==> config.mk <==
export PLATFORM = sky130hd
export DESIGN_NAME = i2c_addr_rx
export DESIGN_NICKNAME = d
export VERILOG_FILES = /design/src/rtl/i2c_rx_pkg.sv /design/src/rtl/i2c_rx_sync.sv /design/src/rtl/i2c_rx_dp.sv /design/src/rtl/i2c_rx_ctrl.sv /design/src/rtl/i2c_addr_rx.sv
export SDC_FILE = /design/constraint.sdc
export NUM_CORES = 1
export LEC_CHECK = 0
export ABC_CLOCK_PERIOD_IN_PS = 2300
export BUFFER_PORTS_ARGS = -buffer_cell sky130_fd_sc_hd__buf_4
export CORE_MARGIN = 2
export CORE_UTILIZATION = 51
export DETAILED_ROUTE_END_ITERATION = 10
export GPL_TIMING_DRIVEN = 0
export PLACE_DENSITY = 0.78
export SYNTH_ARGS = -nofsm -noshare
export SYNTH_HDL_FRONTEND = slang
export SYNTH_SLANG_ARGS = --single-unit
==> constraint.sdc <==
create_clock -name clk -period 2.3 [get_ports clk]
set_clock_uncertainty 0.15 [all_clocks]
set_input_delay 0.575 -clock clk [delete_from_list [all_inputs] [get_ports clk]]
set_output_delay 0.575 -clock clk [all_outputs]
set_load 0.01 [all_outputs]
==> src/rtl/i2c_rx_pkg.sv <==
package i2c_rx_pkg;

  localparam int BYTE_W = 8;
  localparam int CNT_W  = $clog2(BYTE_W + 1);

  typedef enum logic [2:0] {
    ST_IDLE,
    ST_ADDR,
    ST_ADDRLO,
    ST_DATA,
    ST_SKIP
  } rxState_t;

  // strobes from control to datapath
  typedef struct packed {
    logic shiftIn;
    logic xfer;
    logic setOv;
    logic ackOn;
    logic ackOff;
    logic raiseIrq;
    logic raiseUpd;
    logic releaseAll;
  } rxStrobe_t;

  // status from datapath to control
  typedef struct packed {
    logic bufFull;
    logic overflow;
    logic hiMatch;
    logic fullMatch;
    logic rwBit;
  } rxStatus_t;

endpackage

==> src/rtl/i2c_rx_sync.sv <==
module i2c_rx_sync #(
  parameter int SYNC_STAGES = 2
) (
  input  logic clk,
  input  logic rstN,
  input  logic sclIn,
  input  logic sdaIn,
  output logic sdaBit,
  output logic sclRise,
  output logic sclFall,
  output logic startDet,
  output logic stopDet
);

  localparam int TOP = SYNC_STAGES - 1;

  logic [TOP:0] sclPipe;
  logic [TOP:0] sdaPipe;
  logic sclPrev;
  logic sdaPrev;
  logic sclNow;
  logic sdaNow;

  always_ff @(posedge clk or negedge rstN) begin
    if (!rstN) begin
      sclPipe <= '1;
      sdaPipe <= '1;
      sclPrev <= 1'b1;
      sdaPrev <= 1'b1;
    end else begin
      sclPipe <= {sclPipe[TOP-1:0], sclIn};
      sdaPipe <= {sdaPipe[TOP-1:0], sdaIn};
      sclPrev <= sclPipe[TOP];
      sdaPrev <= sdaPipe[TOP];
    end
  end

  assign sclNow   = sclPipe[TOP];
  assign sdaNow   = sdaPipe[TOP];
  assign sdaBit   = sdaNow;
  assign sclRise  = sclNow & ~sclPrev;
  assign sclFall  = ~sclNow & sclPrev;
  assign startDet = sclNow & sclPrev & sdaPrev & ~sdaNow;
  assign stopDet  = sclNow & sclPrev & ~sdaPrev & sdaNow;

endmodule

==> src/rtl/i2c_rx_dp.sv <==
module i2c_rx_dp
  import i2c_rx_pkg::*;
#(
  parameter logic [BYTE_W-1:0] RESET_ADDR = '0
) (
  input  logic              clk,
  input  logic              rstN,
  input  rxStrobe_t         stb,
  input  logic              sdaBit,
  input  logic              addrWr,
  input  logic [BYTE_W-1:0] addrWrData,
  input  logic              bufRd,
  input  logic              irqClr,
  input  logic              ovClr,
  output rxStatus_t         status,
  output logic [BYTE_W-1:0] bufData,
  output logic              bufFull,
  output logic              overflow,
  output logic              irqFlag,
  output logic              updAddr,
  output logic              sdaDriveLow,
  output logic              sclHoldLow
);

  logic [BYTE_W-1:0] shiftReg;
  logic [BYTE_W-1:0] bufReg;
  logic [BYTE_W-1:0] ownAddr;
  logic bfReg, ovReg, irqReg, updReg, holdReg, sdaReg;

  always_ff @(posedge clk or negedge rstN) begin
    if (!rstN) begin
      shiftReg <= '0;
      bufReg   <= '0;
      ownAddr  <= RESET_ADDR;
    end else begin
      if (stb.shiftIn) shiftReg <= {shiftReg[BYTE_W-2:0], sdaBit};
      if (stb.xfer)    bufReg   <= shiftReg;
      if (addrWr)      ownAddr  <= addrWrData;
    end
  end

  always_ff @(posedge clk or negedge rstN) begin
    if (!rstN) begin
      bfReg   <= 1'b0;
      ovReg   <= 1'b0;
      irqReg  <= 1'b0;
      updReg  <= 1'b0;
      holdReg <= 1'b0;
      sdaReg  <= 1'b0;
    end else begin
      if (stb.xfer)          bfReg <= 1'b1;
      else if (bufRd)        bfReg <= 1'b0;

      if (stb.setOv)         ovReg <= 1'b1;
      else if (ovClr)        ovReg <= 1'b0;

      if (stb.raiseIrq)      irqReg <= 1'b1;
      else if (irqClr)       irqReg <= 1'b0;

      if (stb.raiseUpd)      updReg <= 1'b1;
      else if (addrWr)       updReg <= 1'b0;

      if (stb.raiseUpd)                   holdReg <= 1'b1;
      else if (addrWr || stb.releaseAll)  holdReg <= 1'b0;

      if (stb.ackOn)                       sdaReg <= 1'b1;
      else if (stb.ackOff || stb.releaseAll) sdaReg <= 1'b0;
    end
  end

  assign status.bufFull   = bfReg;
  assign status.overflow  = ovReg;
  assign status.hiMatch   = (shiftReg[BYTE_W-1:1] == ownAddr[BYTE_W-1:1]);
  assign status.fullMatch = (shiftReg == ownAddr);
  assign status.rwBit     = shiftReg[0];

  assign bufData     = bufReg;
  assign bufFull     = bfReg;
  assign overflow    = ovReg;
  assign irqFlag     = irqReg;
  assign updAddr     = updReg;
  assign sdaDriveLow = sdaReg;
  assign sclHoldLow  = holdReg;

endmodule

==> src/rtl/i2c_rx_ctrl.sv <==
module i2c_rx_ctrl
  import i2c_rx_pkg::*;
(
  input  logic      clk,
  input  logic      rstN,
  input  logic      enable,
  input  logic      tenBitMode,
  input  logic      sclRise,
  input  logic      sclFall,
  input  logic      startDet,
  input  logic      stopDet,
  input  rxStatus_t status,
  output rxStrobe_t stb
);

  rxState_t state, stNxt, afterAck, afterNxt, candidate;
  logic [CNT_W-1:0] bitCnt, cntNxt;
  logic ackPh, ackPhNxt;
  logic pendIrq, pendIrqNxt;
  logic pendUpd, pendUpdNxt;
  logic hiSeen, hiSeenNxt;
  logic take, matched, updWanted, keepOnNack;

  always_ff @(posedge clk or negedge rstN) begin
    if (!rstN) begin
      state    <= ST_IDLE;
      afterAck <= ST_IDLE;
      bitCnt   <= '0;
      ackPh    <= 1'b0;
      pendIrq  <= 1'b0;
      pendUpd  <= 1'b0;
      hiSeen   <= 1'b0;
    end else begin
      state    <= stNxt;
      afterAck <= afterNxt;
      bitCnt   <= cntNxt;
      ackPh    <= ackPhNxt;
      pendIrq  <= pendIrqNxt;
      pendUpd  <= pendUpdNxt;
      hiSeen   <= hiSeenNxt;
    end
  end

  // per-state view of the byte just shifted in
  always_comb begin
    matched    = 1'b0;
    updWanted  = 1'b0;
    keepOnNack = 1'b0;
    candidate  = ST_SKIP;
    case (state)
      ST_ADDR: begin
        if (tenBitMode) begin
          if (hiSeen && status.rwBit) begin
            matched   = status.hiMatch;
            candidate = ST_SKIP;
          end else begin
            matched   = status.hiMatch && !status.rwBit;
            updWanted = 1'b1;
            candidate = ST_ADDRLO;
          end
        end else begin
          matched   = status.hiMatch;
          candidate = status.rwBit ? ST_SKIP : ST_DATA;
        end
      end
      ST_ADDRLO: begin
        matched   = status.fullMatch;
        updWanted = 1'b1;
        candidate = ST_DATA;
      end
      ST_DATA: begin
        matched    = 1'b1;
        keepOnNack = 1'b1;
        candidate  = ST_DATA;
      end
      default: ;
    endcase
  end

  assign take = !status.bufFull && !status.overflow;

  always_comb begin
    stb        = '0;
    stNxt      = state;
    afterNxt   = afterAck;
    cntNxt     = bitCnt;
    ackPhNxt   = ackPh;
    pendIrqNxt = pendIrq;
    pendUpdNxt = pendUpd;
    hiSeenNxt  = hiSeen;

    if (!enable || stopDet) begin
      stNxt          = ST_IDLE;
      cntNxt         = '0;
      ackPhNxt       = 1'b0;
      pendIrqNxt     = 1'b0;
      pendUpdNxt     = 1'b0;
      hiSeenNxt      = 1'b0;
      stb.releaseAll = 1'b1;
    end else if (startDet) begin
      stNxt      = ST_ADDR;
      cntNxt     = '0;
      ackPhNxt   = 1'b0;
      pendIrqNxt = 1'b0;
      pendUpdNxt = 1'b0;
      stb.ackOff = 1'b1;
    end else if (state != ST_IDLE) begin
      if (sclRise && !ackPh && (bitCnt < CNT_W'(BYTE_W))) begin
        stb.shiftIn = 1'b1;
        cntNxt      = bitCnt + 1'b1;
      end
      if (sclFall) begin
        if (ackPh) begin
          // falling edge of the ninth pulse
          stb.ackOff   = 1'b1;
          stb.raiseIrq = pendIrq;
          stb.raiseUpd = pendUpd;
          stNxt        = afterAck;
          cntNxt       = '0;
          ackPhNxt     = 1'b0;
          pendIrqNxt   = 1'b0;
          pendUpdNxt   = 1'b0;
        end else if (bitCnt == CNT_W'(BYTE_W)) begin
          // falling edge of the eighth pulse: decide
          ackPhNxt = 1'b1;
          afterNxt = ST_SKIP;
          if (matched) begin
            pendIrqNxt = 1'b1;
            pendUpdNxt = updWanted && take;
            if (take) begin
              stb.xfer  = 1'b1;
              stb.ackOn = 1'b1;
              afterNxt  = candidate;
            end else begin
              stb.setOv = !status.overflow;
              afterNxt  = keepOnNack ? candidate : ST_SKIP;
            end
            if (state == ST_ADDRLO) hiSeenNxt = 1'b1;
          end else if (state == ST_ADDR) begin
            hiSeenNxt = 1'b0;
          end
        end
      end
    end
  end

endmodule

==> src/rtl/i2c_addr_rx.sv <==
module i2c_addr_rx
  import i2c_rx_pkg::*;
#(
  parameter int                SYNC_STAGES = 2,
  parameter logic [BYTE_W-1:0] RESET_ADDR  = '0
) (
  input  logic              clk,
  input  logic              rstN,
  input  logic              enable,
  input  logic              tenBitMode,
  input  logic              sclIn,
  input  logic              sdaIn,
  output logic              sdaDriveLow,
  output logic              sclHoldLow,
  input  logic              addrWr,
  input  logic [BYTE_W-1:0] addrWrData,
  input  logic              bufRd,
  input  logic              irqClr,
  input  logic              ovClr,
  output logic [BYTE_W-1:0] bufData,
  output logic              bufFull,
  output logic              overflow,
  output logic              irqFlag,
  output logic              updAddr
);

  logic sdaBitW, sclRiseW, sclFallW, startDetW, stopDetW;
  rxStrobe_t stbW;
  rxStatus_t statusW;

  i2c_rx_sync #(.SYNC_STAGES(SYNC_STAGES)) u_sync (
    .clk      (clk),
    .rstN     (rstN),
    .sclIn    (sclIn),
    .sdaIn    (sdaIn),
    .sdaBit   (sdaBitW),
    .sclRise  (sclRiseW),
    .sclFall  (sclFallW),
    .startDet (startDetW),
    .stopDet  (stopDetW)
  );

  i2c_rx_ctrl u_ctrl (
    .clk        (clk),
    .rstN       (rstN),
    .enable     (enable),
    .tenBitMode (tenBitMode),
    .sclRise    (sclRiseW),
    .sclFall    (sclFallW),
    .startDet   (startDetW),
    .stopDet    (stopDetW),
    .status     (statusW),
    .stb        (stbW)
  );

  i2c_rx_dp #(.RESET_ADDR(RESET_ADDR)) u_dp (
    .clk         (clk),
    .rstN        (rstN),
    .stb         (stbW),
    .sdaBit      (sdaBitW),
    .addrWr      (addrWr),
    .addrWrData  (addrWrData),
    .bufRd       (bufRd),
    .irqClr      (irqClr),
    .ovClr       (ovClr),
    .status      (statusW),
    .bufData     (bufData),
    .bufFull     (bufFull),
    .overflow    (overflow),
    .irqFlag     (irqFlag),
    .updAddr     (updAddr),
    .sdaDriveLow (sdaDriveLow),
    .sclHoldLow  (sclHoldLow)
  );

endmodule

==> qor.csv <==
metric,value,unit
synth_simple_gate_area_frac,0.1382,
globalRouteTotalUtil,0.1961,
r2r_slack,0.0003,ns
fin_ws,0.0002995,ns
ctsHoldBuffers,0,
design.core.area,4324,um^2
place.gp.congestion,0.8360,
wl_per_cell,16.26,um
grt_start_max_net_pins,51,
clk_latency,0.31,ns
muxShareOfSynthArea,0.1344,
hold_path.class,in2async,
critical_path_class,reg2reg,
die_x,70.88,um
cts-root-buf,clkbuf_8,
finalSetupViolCount,0,
synth_area_per_cell,11.94,um^2
io_pins,32,
htreeDepth,2,
met2_usage,0.2793,
dp.cells,273,
fin_util,0.6528,
r2r_start,u_ctrl.bitCnt[0]$_DFFE_PN0P_,
required,2.36,ns
clock_path_buffers,2,
drv_cap,0,
critPathArrivalTime,2.36,ns
timing_worst_slew_pin_value,0.6075,ns
rsz0062_at_grt,yes,
drtPass1Iterations,4,
drive_above_1_share,0.3957,
yosys-top-cells-area,"dfrtp_1 (48%), mux2_2 (8.4%), dfstp_2 (6.9%)",
fill_cells,348,
synth_top_family_by_area,simple AND/OR/NAND/NOR gates,
clk_pin_slew,0.10,ns
regArea,1259,um^2
synth_cell_type_count,42,
slew_violations,0,
wirelength,4667,um
grt_overflow_total,0,
avgViaCountPerCell,5.592,
die_h,70.88,um
remaining_drc_errors,0,
vias,1605,
initial_core_util,0.5275,
cts_sinks,50,
r2r_cells,8,
outcome,finished clean,
cts_made_buffers,5,
final_hold_viol_count,0,
drtAntennaViolNets,0,
critPathLaunchType,flop,
syn_area,2281,um^2
syn-num-nets,211,
pre_cts_slack,-0.1953,ns
grt_pass1_wl,7507,um
synthAdderAreaFrac,0.01097,
ys_ff_latch,50,
setup_tns,0,ns
met3_usage,0.05128,
dp_hpwl,3071,um
fin_crit,2.300,ns
cts_tree,done,
period_share,0.9999,
synth_top_area_frac,0.4827,
drtIter0Drc,157,
grt_util_met1,0.2846,
crit_fanout,4,
finalHoldWorstSlack,0.1235,ns
yosys_warnings,0,
rows,24,
top_usage_layer,met1,
worstSetupEndpointType,flop,
clock.fmax,434.8,MHz
synth_cells,191,
leakage,0.001293,uW
max_slew_margin,0.5919,
seq_area_frac_synth,0.5518,
port_buffers,30,
multiInputGateArea,1025,um^2
synth_xor_area_frac,0.03456,
ir_drop,0.3768,mV
synth_compound_area_frac,0.1042,
r2r_end,u_dp.bufData[1]$_DFFE_PN0P_,
die-area,5023,um^2
final_cells,287,
antenna_found_initial,0,
power.density,595.2,nW/um^2
grt_pass1_vias,1526,
syn2layout_area_growth,23.75,%
nets,254,
antenna_cells,0,
synth_area_leader_cell,dfrtp_1,
[registers in the layout, summed over array words and instances, names as in the netlist, 2 cells and up]
register         flops
u_ctrl.afterAck      3
u_sync.sclPipe       2
u_sync.sdaPipe       2
u_ctrl.bitCnt        4
u_dp.bufData         8
u_dp.ownAddr         8
u_ctrl.state         3
u_dp.shiftReg        8
[area by class of cell]
class                      instances  area share
clock buffer                       5     0.02438
clock inverter                     3     0.01684
tap                               52     0.02305
multi-input combinational        128      0.3630
inverter                           8     0.01064
sequential                        50      0.4459
buffer                             5     0.01418
timing repair buffer              36      0.1020
[metal layers]
metal	share of wire	wire (um)
met1	0.44	2075
met2	0.49	2288
met3	0.045	212
met4	0.019	91
met5	0	0
[cells in the final DEF (no fill, tap or decap), drive strengths merged]
cell type  count
dfrtp         44
buf           37
mux2          24
nand2         14
nor2          11
o21ai         11
a21oi         10
inv           10
xnor2          9
clkbuf         9
nand3          7
dfstp          6
nor3           6
nand2b         4
a22oi          3
nor3b          3
nor2b          3
nand3b         2
nand4          2
nand4b         2
o31ai          2
ha             2
or4            1
o21a           1
mux2i          1
or3            1
o21bai         1
a221oi         1
o211a          1
a211o          1
nor4           1
a21boi         1
a21o           1
o2bb2ai        1
a22o           1
bufinv         1
[power by group]
| group | total, uW | internal, uW | switching [uW] |
|---|---|---|---|
| registers | 922 | 906 | 16.0 |
| clock network | 637 | 332 | 306 |
| logic | 121 | 58.6 | 62.5 |
| total | 1680 | 1300 | 384 |
[stage by stage]
stage                     total power (uW)  cell area (um^2)
after floorplan                       1000              2281
after global placement                1050              2571
after detailed placement              1055              2571
after CTS                             1696              2729
after global routing                  1747              2823
final                                 1680              2823
[worst max-delay path, stage by stage (launching register included)]
cell	delay, ns
dfrtp_1	0.40
inv_2	0.08
ha_4	0.12
nand2_2	0.06
or4_4	0.55
nor3_4	0.21
nand3_4	0.14
clkbuf_16	0.19
mux2_4	0.29
[cells by family (layout without fill, tap and decap cells)]
group           Yosys count  after routing
flops                    50             50
compound gates           35             35
buf+inv                  13             57
simple gates             57             57
fa+ha+maj                 2              2
xor+xnor                  9              9
mux                      25             25
[timing repair]
| item | CTS | global route |
|---|---|---|
| pin swaps | 1 | 3 |
| setup buffers | 4 | 1 |
| gates resized for setup | 2 | 15 |
| cloned | 0 | 1 |
| endpoints found under the setup margin | 11 | 18 |
[synth_stat cells (all sizes together)]
| master | count |
|---|---|
| a211o | 1 |
| a21boi | 1 |
| a21o | 1 |
| a21oi | 10 |
| a221oi | 1 |
| a22o | 1 |
| a22oi | 3 |
| buf | 3 |
| clkbuf | 2 |
| dfrtp | 44 |
| dfstp | 6 |
| ha | 2 |
| inv | 8 |
| mux2 | 24 |
| mux2i | 1 |
| nand2 | 14 |
| nand2b | 4 |
| nand3 | 7 |
| nand3b | 2 |
| nand4 | 2 |
| nand4b | 2 |
| nor2 | 11 |
| nor2b | 3 |
| nor3 | 6 |
| nor3b | 3 |
| nor4 | 1 |
| o211a | 1 |
| o21a | 1 |
| o21ai | 11 |
| o21bai | 1 |
| o2bb2ai | 1 |
| o31ai | 2 |
| or3 | 1 |
| or4 | 1 |
| xnor2 | 9 |
[how the worst max path moves through the flow]
stage,startpoint,to,slack (ns),cells after the start
finish,u_ctrl.bitCnt[0]$_DFFE_PN0P_,u_dp.bufData[1]$_DFFE_PN0P_,0.0003,8
global route,u_ctrl.bitCnt[1]$_DFFE_PN0P_,u_dp.bufData[0]$_DFFE_PN0P_,-0.07,8
CTS,u_ctrl.bitCnt[0]$_DFFE_PN0P_,u_dp.bufData[2]$_DFFE_PN0P_,-0.02,8
detailed placement,u_sync.sclPrev$_DFF_PN1_,u_dp.bufData[1]$_DFFE_PN0P_,-0.20,6
global placement,u_sync.sclPrev$_DFF_PN1_,u_dp.bufData[1]$_DFFE_PN0P_,-0.15,6
floorplan,u_sync.sclPrev$_DFF_PN1_,u_dp.bufData[0]$_DFFE_PN0P_,0.01,6
No activity file was read; power rests on OpenSTA's default activity.
